File: src/rtl/dbgport_pkg.sv
package dbgport_pkg;

  localparam int BYTE_W = 8;
  localparam int SEL_W  = 4;

  typedef enum logic [SEL_W-1:0] {
    PRB_NONE   = 4'd0,
    PRB_FSM    = 4'd1,
    PRB_EXC    = 4'd2,
    PRB_ACC3   = 4'd3,
    PRB_ACC2   = 4'd4,
    PRB_ACC1   = 4'd5,
    PRB_ACC0   = 4'd6,
    PRB_L0_HI  = 4'd7,
    PRB_L0_LO  = 4'd8,
    PRB_CTRL   = 4'd9,
    PRB_L0_MD  = 4'd10,
    PRB_L1_HI  = 4'd11,
    PRB_L1_LO  = 4'd12,
    PRB_L1_MD  = 4'd13
  } probe_e;

  typedef struct packed {
    logic       xscale;
    logic       packed_md;
    logic       wrap;
    logic [1:0] rnd;
    logic [2:0] fmt;
  } cfg_echo_t;

endpackage

File: src/rtl/dbgport_mode.sv
module dbgport_mode #(
  parameter int CYC_W      = 6,
  parameter int STATE_W    = 2,
  parameter int IDLE_STATE = 0,
  parameter int EN_BIT     = 6,
  parameter int LB_BIT     = 5
) (
  input  logic                            clk,
  input  logic                            rst,
  input  logic [dbgport_pkg::BYTE_W-1:0]  in_byte,
  input  logic [dbgport_pkg::BYTE_W-1:0]  bidir_in,
  input  logic [CYC_W-1:0]                cycle_idx,
  input  logic [STATE_W-1:0]              fsm_state,
  output logic                            en_eff,
  output logic                            lb_eff,
  output logic [dbgport_pkg::SEL_W-1:0]   sel_eff
);
  import dbgport_pkg::*;

  localparam logic [STATE_W-1:0] IDLE_C = STATE_W'(IDLE_STATE);

  logic             cap;
  logic             dbg_q;
  logic             lb_q;
  logic [SEL_W-1:0] sel_q;

  assign cap = (cycle_idx == '0) && (fsm_state == IDLE_C);

  // Effective mode: the capture cycle already uses the live request bits.
  assign en_eff  = cap ? in_byte[EN_BIT] : dbg_q;
  assign sel_eff = cap ? bidir_in[SEL_W-1:0] : sel_q;
  assign lb_eff  = lb_q | (cap & in_byte[LB_BIT]);

  always_ff @(posedge clk) begin
    if (rst) begin
      dbg_q <= 1'b0;
      sel_q <= '0;
      lb_q  <= 1'b0;
    end else begin
      if (cap) begin
        dbg_q <= in_byte[EN_BIT];
        sel_q <= bidir_in[SEL_W-1:0];
      end
      lb_q <= lb_eff;
    end
  end

  AST_LB_STICKY: assert property (@(posedge clk) disable iff (rst)
    lb_q |=> lb_q);

  AST_MODE_HOLD: assert property (@(posedge clk) disable iff (rst)
    !cap |=> ($stable(dbg_q) && $stable(sel_q)));

endmodule

File: src/rtl/dbgport_probe.sv
module dbgport_probe #(
  parameter int ACC_W   = 32,
  parameter int PROD_W  = 16,
  parameter int CYC_W   = 6,
  parameter int STATE_W = 2
) (
  input  logic [dbgport_pkg::SEL_W-1:0]  sel,
  input  logic [CYC_W-1:0]               cycle_idx,
  input  logic [STATE_W-1:0]             fsm_state,
  input  logic [ACC_W-1:0]               acc,
  input  logic [PROD_W-1:0]              lane0_prod,
  input  logic [PROD_W-1:0]              lane1_prod,
  input  logic [dbgport_pkg::BYTE_W-1:0] lane0_meta,
  input  logic [dbgport_pkg::BYTE_W-1:0] lane1_meta,
  input  logic [dbgport_pkg::BYTE_W-1:0] exc_flags,
  input  logic [dbgport_pkg::BYTE_W-1:0] ctrl_sig,
  output logic [dbgport_pkg::BYTE_W-1:0] probe_byte
);
  import dbgport_pkg::*;

  localparam int ACC_BYTES = ACC_W / BYTE_W;

  logic [BYTE_W-1:0] acc_b [ACC_BYTES];
  logic [BYTE_W-1:0] fsm_b;

  // acc_b[0] is the most significant byte.
  for (genvar k = 0; k < ACC_BYTES; k++) begin : g_acc
    assign acc_b[k] = acc[ACC_W-1-k*BYTE_W -: BYTE_W];
  end

  assign fsm_b = BYTE_W'({fsm_state, cycle_idx});

  always_comb begin
    unique case (probe_e'(sel))
      PRB_FSM:   probe_byte = fsm_b;
      PRB_EXC:   probe_byte = exc_flags;
      PRB_ACC3:  probe_byte = acc_b[0];
      PRB_ACC2:  probe_byte = acc_b[1];
      PRB_ACC1:  probe_byte = acc_b[2];
      PRB_ACC0:  probe_byte = acc_b[3];
      PRB_L0_HI: probe_byte = lane0_prod[PROD_W-1 -: BYTE_W];
      PRB_L0_LO: probe_byte = lane0_prod[BYTE_W-1:0];
      PRB_CTRL:  probe_byte = ctrl_sig;
      PRB_L0_MD: probe_byte = lane0_meta;
      PRB_L1_HI: probe_byte = lane1_prod[PROD_W-1 -: BYTE_W];
      PRB_L1_LO: probe_byte = lane1_prod[BYTE_W-1:0];
      PRB_L1_MD: probe_byte = lane1_meta;
      default:   probe_byte = '0;
    endcase
  end

endmodule

File: src/rtl/dbgport_ctrl.sv
module dbgport_ctrl #(
  parameter int ACC_W      = 32,
  parameter int PROD_W     = 16,
  parameter int CYC_W      = 6,
  parameter int STATE_W    = 2,
  parameter int IDLE_STATE = 0,
  parameter int FLUSH_CYC  = 35,
  parameter int WIN_LAST   = 36
) (
  input  logic               clk,
  input  logic               rst,
  input  logic [7:0]         in_byte,
  input  logic [7:0]         bidir_in,
  input  logic [CYC_W-1:0]   cycle_idx,
  input  logic [STATE_W-1:0] fsm_state,
  input  logic [ACC_W-1:0]   acc,
  input  logic [PROD_W-1:0]  lane0_prod,
  input  logic [PROD_W-1:0]  lane1_prod,
  input  logic [7:0]         lane0_meta,
  input  logic [7:0]         lane1_meta,
  input  logic [7:0]         exc_flags,
  input  logic [7:0]         ctrl_sig,
  input  logic [2:0]         cfg_fmt,
  input  logic [1:0]         cfg_rnd,
  input  logic               cfg_wrap,
  input  logic               cfg_packed,
  input  logic               cfg_xscale,
  input  logic [7:0]         result_byte,
  input  logic [7:0]         dp_oe,
  output logic [7:0]         out_byte,
  output logic [7:0]         bidir_oe
);
  import dbgport_pkg::*;

  localparam logic [CYC_W-1:0] FLUSH_C = CYC_W'(FLUSH_CYC);
  localparam logic [CYC_W-1:0] LAST_C  = CYC_W'(WIN_LAST);

  logic              en_eff;
  logic              lb_eff;
  logic [SEL_W-1:0]  sel_eff;
  logic [BYTE_W-1:0] probe_byte;
  logic              in_win;
  cfg_echo_t         echo;
  logic [BYTE_W-1:0] out_d;
  logic [BYTE_W-1:0] oe_d;

  dbgport_mode #(
    .CYC_W(CYC_W), .STATE_W(STATE_W), .IDLE_STATE(IDLE_STATE),
    .EN_BIT(6), .LB_BIT(5)
  ) u_mode (
    .clk(clk), .rst(rst), .in_byte(in_byte), .bidir_in(bidir_in),
    .cycle_idx(cycle_idx), .fsm_state(fsm_state),
    .en_eff(en_eff), .lb_eff(lb_eff), .sel_eff(sel_eff)
  );

  dbgport_probe #(
    .ACC_W(ACC_W), .PROD_W(PROD_W), .CYC_W(CYC_W), .STATE_W(STATE_W)
  ) u_probe (
    .sel(sel_eff), .cycle_idx(cycle_idx), .fsm_state(fsm_state), .acc(acc),
    .lane0_prod(lane0_prod), .lane1_prod(lane1_prod),
    .lane0_meta(lane0_meta), .lane1_meta(lane1_meta),
    .exc_flags(exc_flags), .ctrl_sig(ctrl_sig), .probe_byte(probe_byte)
  );

  assign in_win = (cycle_idx <= LAST_C);

  always_comb begin
    echo.xscale    = cfg_xscale;
    echo.packed_md = cfg_packed;
    echo.wrap      = cfg_wrap;
    echo.rnd       = cfg_rnd;
    echo.fmt       = cfg_fmt;
  end

  // Priority: loopback, then flush echo, then probe, then quiet window, then result.
  always_comb begin
    oe_d = dp_oe;
    if (lb_eff) begin
      out_d = in_byte ^ bidir_in;
      oe_d  = '0;
    end else if (in_win && en_eff && (cycle_idx == FLUSH_C)) begin
      out_d = echo;
    end else if (in_win && en_eff) begin
      out_d = probe_byte;
    end else if (in_win) begin
      out_d = '0;
    end else begin
      out_d = result_byte;
    end
  end

  always_ff @(posedge clk) begin
    if (rst) begin
      out_byte <= '0;
      bidir_oe <= '0;
    end else begin
      out_byte <= out_d;
      bidir_oe <= oe_d;
    end
  end

  AST_LB_OE_IN: assert property (@(posedge clk) disable iff (rst)
    lb_eff |=> (bidir_oe == 8'h00));

  AST_LB_XOR: assert property (@(posedge clk) disable iff (rst)
    lb_eff |=> (out_byte == $past(in_byte ^ bidir_in)));

  AST_QUIET_WIN: assert property (@(posedge clk) disable iff (rst)
    (!lb_eff && !en_eff && in_win) |=> (out_byte == 8'h00));

  AST_PASS_RESULT: assert property (@(posedge clk) disable iff (rst)
    (!lb_eff && !in_win) |=> (out_byte == $past(result_byte) && bidir_oe == $past(dp_oe)));

endmodule

File: config.mk
export PLATFORM = sky130hd
export DESIGN_NAME = dbgport_ctrl
export DESIGN_NICKNAME = d
export VERILOG_FILES = /design/src/rtl/dbgport_pkg.sv /design/src/rtl/dbgport_mode.sv /design/src/rtl/dbgport_probe.sv /design/src/rtl/dbgport_ctrl.sv
export SDC_FILE = /design/constraint.sdc
export NUM_CORES = 1
export LEC_CHECK = 0
export ABC_AREA = 1
export CAP_MARGIN = 5
export CORE_MARGIN = 2
export CORE_UTILIZATION = 33
export DETAILED_ROUTE_END_ITERATION = 12
export GPL_ROUTABILITY_DRIVEN = 0
export PLACE_DENSITY = 0.84
export RECOVER_POWER = 100
export SYNTH_ARGS = -nofsm -noshare
export SYNTH_HDL_FRONTEND = slang
export SYNTH_HIERARCHICAL = 1
export SYNTH_SLANG_ARGS = --single-unit
File: constraint.sdc
create_clock -name clk -period 2.05 [get_ports clk]
set_clock_uncertainty 0.15 [all_clocks]
set_input_delay 0.3075 -clock clk [delete_from_list [all_inputs] [get_ports clk]]
set_output_delay 0.3075 -clock clk [all_outputs]
set_load 0.005 [all_outputs]
# After elaboration in Yosys (flattened, before gate mapping)
# Cells that the tools add are included.
totals:
  out_inout_bits: 16
  inputBits: 146
  register_bits: 22
op_classes:
  n_reduce_logical: 6
  n_eq_ne: 14
  muxes: 7
  n_lt_le_gt_ge: 1
  bitwise: 3
ops:
  columns: ["operator", "count"]
  rows:
  - ["8-bit one-hot mux with 13 select lines", 1]
  - ["8-bit 2-to-1 mux", 4]
  - ["4-bit == test, second input constant", 6]
  - ["4-bit by 3-bit == test with 1-bit output, second input constant", 4]
  - ["4-bit by 2-bit == test with 1-bit output, second input constant", 2]
  - ["8-bit XOR", 1]
  - ["6-bit == test, second input constant", 1]
  - ["6-bit less-or-equal comparator, second input constant", 1]
  - ["6-bit logical NOT", 1]
  - ["4-bit by 1-bit == test with 1-bit output, second input constant", 1]
  - ["4-bit 2-to-1 mux", 1]
  - ["1-bit logical AND", 3]
  - ["2-bit logical NOT", 1]
  - ["2-bit OR reduction", 1]
  - ["1-bit AND", 1]
  - ["1-bit 2-to-1 mux", 1]
  - ["1-bit OR", 1]

# Depth between registers and ports, before layout
# Gate-level depths: netlist (run 1).
logic_depth:
  depth_word: 8
  ltp_mapped: 21

# Modules after synthesis
# Netlist (run 1), hierarchy kept.
by_module_without_submodules:
  columns: ["module", "area_per_inst_um2", "cells_per_inst", "n_inst", "seq_area_each_um2"]
  rows:
  - ["dbgport_probe", 1159.9, 254, 1, 0.0]
  - ["dbgport_ctrl", 982.2, 142, 1, 320.3]
  - ["dbgport_mode", 321.6, 52, 1, 120.1]

# Worst setup path before layout (run 1)
# No wires, ideal clock.
synth_path:
  path_kind: "input-to-reg"
  start: "in fsm_state[1]"
  end: "reg out_byte[4]"
  setup_slack_ns: -0.170
  setup_ns: 0.066
  stages: 20
  arrival_time_ns: 2.004
  cell_sequence: "nor2_1 -> nand2_2 -> nor2_4 -> nand2_1 -> nand2_1 -> inv_1 -> nor2_2 -> buf_4 -> nand3_1 -> nand2_1 -> inv_1 -> nand2_1 -> nor2_1 -> nand2_1 -> inv_1 -> nand2_1 -> nand3_1 -> nand2_1 -> o21ai_2 -> a21oi_2"
synth_via:
  elab_chain_len: 8
synth_lines:
  columns: ["element", "line", "text"]
  rows:
  - ["start: declaration", "dbgport_ctrl.sv:15", "input logic [STATE_W-1:0] fsm_state,"]
  - ["2-bit logical NOT (*)", "dbgport_mode.sv:27", "assign cap = (cycle_idx == '0) && (fsm_state == IDLE_C);"]
  - ["1-bit logical AND (*)", "dbgport_mode.sv:27", null]
  - ["4-bit 2-to-1 mux (*)", "dbgport_mode.sv:31", "assign sel_eff = cap ? bidir_in[SEL_W-1:0] : sel_q;"]
  - ["net sel_eff[1]", "dbgport_ctrl.sv:40", "logic [SEL_W-1:0] sel_eff;"]
  - ["4-bit == test, or another cell as far along", "dbgport_probe.sv:34", "unique case (probe_e'(sel))"]
  - ["8-bit one-hot mux with 13 select lines (*)", "dbgport_probe.sv:34", null]
  - ["net probe_byte[4]", "dbgport_ctrl.sv:41", "logic [BYTE_W-1:0] probe_byte;"]
  - ["8-bit 2-to-1 mux (*)", "dbgport_ctrl.sv:83", "end else if (in_win && en_eff) begin"]
  - ["8-bit 2-to-1 mux (*)", "dbgport_ctrl.sv:81", "end else if (in_win && en_eff && (cycle_idx == FLUSH_C)) begin"]
  - ["8-bit 2-to-1 mux (*)", "dbgport_ctrl.sv:78", "if (lb_eff) begin"]
  - ["end signal: assignment", "dbgport_ctrl.sv:97", "out_byte <= out_d;"]
  - ["end: declaration", "dbgport_ctrl.sv:30", "output logic [7:0] out_byte,"]
# Mark *: on every way through the listed nets, which the timed path passes. The rest lies on a longest branch.
# A chain may end at the register's enable or synchronous reset.

# Worst setup path after layout (run 1)
layout_path:
  start: "in cycle_idx[4]"
  end: "reg out_byte[1]"
layout_via:
  elab_chain_len: 8
layout_lines:
  columns: ["element", "line", "text"]
  rows:
  - ["start: declaration", "dbgport_ctrl.sv:14", "input logic [CYC_W-1:0] cycle_idx,"]
  - ["6-bit logical NOT (*)", "dbgport_mode.sv:27", null]
  - ["1-bit logical AND (*)", "dbgport_mode.sv:27", null]
  - ["4-bit 2-to-1 mux (*)", "dbgport_mode.sv:31", null]
  - ["net sel_eff[2]", "dbgport_ctrl.sv:40", null]
  - ["4-bit == test, or another cell as far along", "dbgport_probe.sv:34", null]
  - ["8-bit one-hot mux with 13 select lines (*)", "dbgport_probe.sv:34", null]
  - ["net probe_byte[1]", "dbgport_ctrl.sv:41", null]
  - ["8-bit 2-to-1 mux (*)", "dbgport_ctrl.sv:83", null]
  - ["8-bit 2-to-1 mux (*)", "dbgport_ctrl.sv:81", null]
  - ["8-bit 2-to-1 mux (*)", "dbgport_ctrl.sv:78", null]
# Marked as above.

==> results.toml, run 1 <==
[setup_path]
reg2reg_to = "out_byte[1]$_SDFF_PP0_"
crit_arrival_ps = 2440
cp-start-kind = "primary input"
worstRegToRegCells = 20
path_class = "in -> reg"
r2r_slack_ps = -160
cp.required_ps = 2110
regToRegStartpoint = "u_mode/sel_q[3]$_SDFF_PP0_"
worstPathMaxFanout = 6
endpoint_kind = "flip-flop"

[power]
vdd_drop_max_v = 0.000221
p_leak_uw = 0.00237
finalPower_uw = 1360
power_density_nw_per_um2 = 267

[detailed_routing]
vias = 3930
wl_per_cell_um = 16.4
ant_nets = 0
vias_per_cell = 5.21
drc_errors = 0
drtPass1Iterations = 6
drt-total-wl_um = 12400
drtIter0Drc = 377

[cts]
ctsLongestPathBuffers = 2
cts_buffers = 3
cts_sinks = 22
cts_tree = "done"
root_buffer = "clkbuf_8"
postCtsHoldBufs = 0
cts.htree.levels = 1
clock_latency_ps = 270
clk_pin_slew_ps = 80

[die]
coreArea_um2 = 7250
die_h_um = 90.4
rows = 31
io_pins = 162
dieArea_um2 = 8170
start_util = 0.340
die_width_um = 90.4

[sta]
hold_viol = 0
min_period_ps = 2380
fin_ws_ps = -328
tightestPinTransition_ps = 357
maxSlewViolCount = 0
setup_viol = 8
grt_setup_unrepaired = "true"
fin_crit_sh = 1.16
maxSlewHeadroom = 0.762
max_freq_mhz = 420

[worst_hold_path]
min-delay-start = "u_mode/lb_q$_SDFF_PP0_"
hold_depth = 2
hold_class = "reg -> reg"
whs_endpoint = "u_mode/lb_q$_SDFF_PP0_"

[placement]
dp_slack_ps = -838
place_area_um2 = 4400
placedCellCount = 721
post-dp-hpwl_um = 8080
portBuffers = 161

[logic_synthesis]
synth-simple-area-share = 0.547
syn_nets = 594
synth-compound-area-share = 0.105
syn_avg_cell_area_um2 = 5.50
synthMuxAreaShare = 0
synth_xor_area_frac = 0
syn_inst = 448
synth_top_family_by_area = "simple AND/OR/NAND/NOR gates"
synth_area_um2 = 2460
synth_seq_cells = 22
yosysWarningCount = 6
ys_seq_area_frac = 0.179
yosys.cell_types.count = 24
synth-adder-area-share = 0

[final_layout]
postLayoutCellArea_um2 = 5080
fin_nets = 802
instances_no_fill = 754
final_util = 0.700
n_antenna_cell = 0
mostFrequentLayoutCell = "clkdlybuf4s50_1"
drive_gt1_frac = 0.250
area_growth_pct = 106
layout_common_cells = "clkdlybuf4s50_1, nand2_1, nand3_1, inv_1, buf_4"

[global_routing]
globalRouteMet2Util = 0.494
grt_pass1_vias = 3956
use_met3 = 0.0492
grt_max_degree = 18
globalRouteMet1Util = 0.313
grt_usage = 0.277
grt_pass1_wl_um = 18500
antenna_found_initial = 0
grt-busiest-layer = "met2"
overflow = 0

[status]
status = "finished, violations left"
violations = "setup timing"

[job]
cap_violations = 0
==> what timing repair did <==
item / in CTS / in global routing
endpoints found under the setup margin: 8 / 8
buffers inserted: 21 / 3
resized for setup: 80 / 55
pin swaps: 30 / 43
cloned: 7 / 1
==> power by group <==
group / internal, uW / switching (uW)
sequential: 443 / 4.05
clock: 261 / 149
combinational: 328 / 170
total: 1030 / 323
==> critical path, stage by stage <==
cell and delay, ps:
buf_8 100, nor2_4 110, nand2_4 100, nor2_4 190, nand2_2 80, nand2_2 100
inv_4 60, buf_6 110, nor2_4 160, buf_6 160, buf_16 130, nand3_1 90
nand2_1 70, inv_1 40, nand2_1 60, nor2_1 50, nand2_1 50, inv_1 40
nand2_1 80, nand3_2 80, nand2_2 80, o21ai_2 60, a21oi_2 100
==> cells by family (layout without fill, tap and decap cells) <==
kind of cell	after synthesis	count (layout)
AND/OR/NAND/NOR	293	293
buffers and inverters	95	302
AO/OA/AOI/OAI	38	38
flip-flops	22	22
==> flip-flops by register name, indices dropped and copies added (netlist names) <==
name          count
u_mode/lb_q       1
u_mode/sel_q      4
bidir_oe          8
u_mode/dbg_q      1
out_byte          8
==> final cells by class <==
class / instances / area (um2)
repair buffers: 215 / 2250
fillers: 550 / 2170
multi-input cells: 331 / 1860
flip-flops and latches: 22 / 440
inverters: 83 / 334
well taps: 99 / 124
clock buffers: 3 / 41.3
clock inverters: 1 / 30.0
==> worst max-delay path by stage <==
stage / start / end / slack [ps] / depth (start not counted)
6_report: cycle_idx[4] / out_byte[1]$_SDFF_PP0_ / -330 / 23
5_1_grt: cycle_idx[4] / out_byte[0]$_SDFF_PP0_ / -400 / 23
4_1_cts: fsm_state[0] / out_byte[5]$_SDFF_PP0_ / -150 / 23
3_5_place_dp: cycle_idx[1] / out_byte[4]$_SDFF_PP0_ / -840 / 20
3_3_place_gp: cycle_idx[1] / out_byte[4]$_SDFF_PP0_ / -820 / 20
2_1_floorplan: cycle_idx[4] / out_byte[6]$_SDFF_PP0_ / -40 / 20
==> synth_stat cells <==
master    count  share of area
o21ai_2       7          0.025
a21oi_2       8          0.028
nand3_1     101           0.21
inv_2         8          0.012
o21ai_0      13          0.026
nor2_2        6          0.015
buf_4         6          0.018
dfxtp_1      22           0.18
nor2_1       35          0.053
nand2_2       4          0.010
nor3_1        1         0.0020
a21oi_4       1         0.0066
nor3_2        1         0.0041
buf_6         5          0.023
nand4_1       1         0.0025
nand3_2       1         0.0041
inv_1        74           0.11
nand2_1     134           0.20
clkinv_1      1         0.0015
nand2_4       1         0.0046
nand3_4       2          0.014
a21oi_1       9          0.018
buf_2         1         0.0020
nor2_4        6          0.027
==> routing by layer <==
| metal | routed length, um | vias to the layer above |
|---|---|---|
| met5 | 0 | - |
| met4 | 791 | 0 |
| met3 | 1060 | 88 |
| met2 | 6110 | 272 |
| met1 | 4410 | 1754 |
| li1 | - | 1816 |
==> stage by stage <==
stage | hold WS, ps | TNS, ps
floorplan | 220 | -36.9
global placement | 303 | -7610
detailed placement | 307 | -8200
CTS | 320 | -991
global route | 371 | -2920
finish | 318 | -2100
(Power assumes the default switching activity.)
==> inputs of run 2 (changes only) <==
--- a/config.mk
+++ b/config.mk
@@ -8,10 +8,11 @@
 export ABC_AREA = 1
 export CAP_MARGIN = 5
 export CORE_MARGIN = 2
-export CORE_UTILIZATION = 33
+export CORE_UTILIZATION = 34
+export CTS_BUF_LIST = sky130_fd_sc_hd__clkbuf_4
 export DETAILED_ROUTE_END_ITERATION = 12
 export GPL_ROUTABILITY_DRIVEN = 0
-export PLACE_DENSITY = 0.84
+export PLACE_DENSITY = 0.86
 export RECOVER_POWER = 100
 export SYNTH_ARGS = -nofsm -noshare
 export SYNTH_HDL_FRONTEND = slang
==> run 2 against run 1 <==
Net effect:
- the flow still finishes with violations (setup timing)
- design area shrank 1.5%
- combinational power barely moved
- sequential cell count did not move
- wire length up 1.3%
- sequential power barely moved
- die area is 2.8% lower
- power is 5.4% lower
- worst hold slack worse by 11 ps
- count of clock-buffer cells in the layout did not move
- final cell count fell by 0.53%
- non-clock buffer count shrank 4
- sequential share of layout area up 0.13 points
- critical path type unchanged
- critical endpoint is now out_byte[7]$_SDFF_PP0_
- largest power group unchanged
==> results.toml, run 2 (synthesized netlist as in run 1, its figures left out) <==
[power]
p_leak_uw = 0.00232
power_density_nw_per_um2 = 256
vdd_drop_max_v = 0.000219

[final_layout]
top_regs = "bidir_oe (8), out_byte (8), u_mode/sel_q (4)"
layout_common_cells = "clkdlybuf4s50_1, nand2_1, nand3_1, inv_1, buf_4"
instances_no_fill = 750
fin_nets = 798
mostFrequentLayoutCell = "clkdlybuf4s50_1"
drive_gt1_frac = 0.257
n_antenna_cell = 0
final_util = 0.701
area_growth_pct = 103

[detailed_routing]
drtPass1Iterations = 6
drc_errors = 0
vias = 3939
drt-total-wl_um = 12500
drtIter0Drc = 372
ant_nets = 0
wl_per_cell_um = 16.7
vias_per_cell = 5.25

[setup_path]
worstPathMaxFanout = 6
worstRegToRegCells = 20
cp.required_ps = 2120
cp-start-kind = "primary input"
critPathLaunch = "cycle_idx[0]"
path_class = "in -> reg"
regToRegStartpoint = "u_mode/sel_q[3]$_SDFF_PP0_"
endpoint_kind = "flip-flop"
r2r_slack_ps = -220
crit_path_end = "out_byte[7]$_SDFF_PP0_"
crit_arrival_ps = 2540
reg2reg_to = "out_byte[7]$_SDFF_PP0_"

[cts]
cts.htree.levels = 1
cts_tree = "done"
clk_pin_slew_ps = 130
clock_latency_ps = 310
root_buffer = "clkbuf_4"
cts_buffers = 3
cts_sinks = 22
ctsLongestPathBuffers = 2
postCtsHoldBufs = 0

[placement]
placedCellCount = 727
post-dp-hpwl_um = 8140
portBuffers = 161

[global_routing]
grt_pass1_vias = 3680
use_met3 = 0.0342
globalRouteMet2Util = 0.501
grt-busiest-layer = "met2"
overflow = 0
grt_usage = 0.272
grt_pass1_wl_um = 16800
grt_max_degree = 18
antenna_found_initial = 0
globalRouteMet1Util = 0.307

[die]
coreArea_um2 = 7140
die_width_um = 89.1
rows = 31
start_util = 0.345
dieArea_um2 = 7940
io_pins = 162
die_h_um = 89.1

[worst_hold_path]
hold_class = "in -> reg"

[sta]
fin_setup_tns_ps = -2470
tightestPinTransition_ps = 327
hold_slack_ps = 307
max_freq_mhz = 405
fin_crit_sh = 1.20
setup_viol = 8
maxSlewHeadroom = 0.780
hold_viol = 0
grt_setup_unrepaired = "true"
fin_ws_ps = -417
maxSlewViolCount = 0
min_period_ps = 2470

[status]
status = "finished, violations left"
violations = "setup timing"

[job]
cap_violations = 0
-- run 2: worst min path at each step --
stage	depth (start not counted)	end	slack, ps	from
6_report	6	u_mode/sel_q[3]$_SDFF_PP0_	310	fsm_state[0]
5_1_grt	6	u_mode/sel_q[3]$_SDFF_PP0_	300	fsm_state[0]
4_1_cts	6	u_mode/sel_q[3]$_SDFF_PP0_	290	fsm_state[1]
3_5_place_dp	2	u_mode/lb_q$_SDFF_PP0_	320	u_mode/lb_q$_SDFF_PP0_
3_3_place_gp	2	u_mode/lb_q$_SDFF_PP0_	300	u_mode/lb_q$_SDFF_PP0_
2_1_floorplan	1	u_mode/lb_q$_SDFF_PP0_	220	rst
-- run 2: worst max-delay path, stage by stage --
cell	delay [ps]
buf_4	130
nor2_4	110
nand2_4	100
nor2_4	180
buf_6	140
nand2_2	70
nand2_4	90
inv_6	50
inv_4	70
nor2_4	50
buf_12	130
clkbuf_16	140
nand3_1	70
nand2_1	70
inv_1	70
nand2_1	70
nor2_2	190
nand2_1	110
inv_2	70
nand2_1	50
nand3_1	80
nand2_1	60
o21ai_2	70
a21oi_2	60
-- run 2: routing by layer --
layer	wire, um	up-vias
met2	6200	294
met1	4320	1760
met4	794	0
li1	-	1810
met3	1220	75
met5	0	-
-- run 2: report_power, final --
part	switching (uW)	internal [uW]	leakage, uW
Sequential	4.00	443	0.000181
Combinational	167	328	0.00211
Clock	142	198	0.0000279
-- run 2: repair_timing --
action | 4_1_cts | 5_1_grt
gates cloned | 2 | 2
gates resized for setup | 103 | 34
pin swaps | 34 | 36
setup endpoints to repair | 8 | 8
buffers inserted | 12 | 4
-- run 2: per-stage QoR --
step / setup WS, ps / power [uW] / area (um2)
floorplan: -36.9 / 550 / 2530
global placement: -807 / 912 / 4470
detailed placement: -903 / 918 / 4470
CTS: -108 / 1260 / 4850
global route: -478 / 1320 / 5000
finish: -417 / 1280 / 5000
-- run 2: final cells by class --
cell class / count / area, um2
clock buffers: 3 / 22.5
clock inverters: 1 / 30.0
fillers: 539 / 2130
inverters: 83 / 342
multi-input cells: 331 / 1860
flip-flops and latches: 22 / 440
well taps: 99 / 124
repair buffers: 211 / 2180
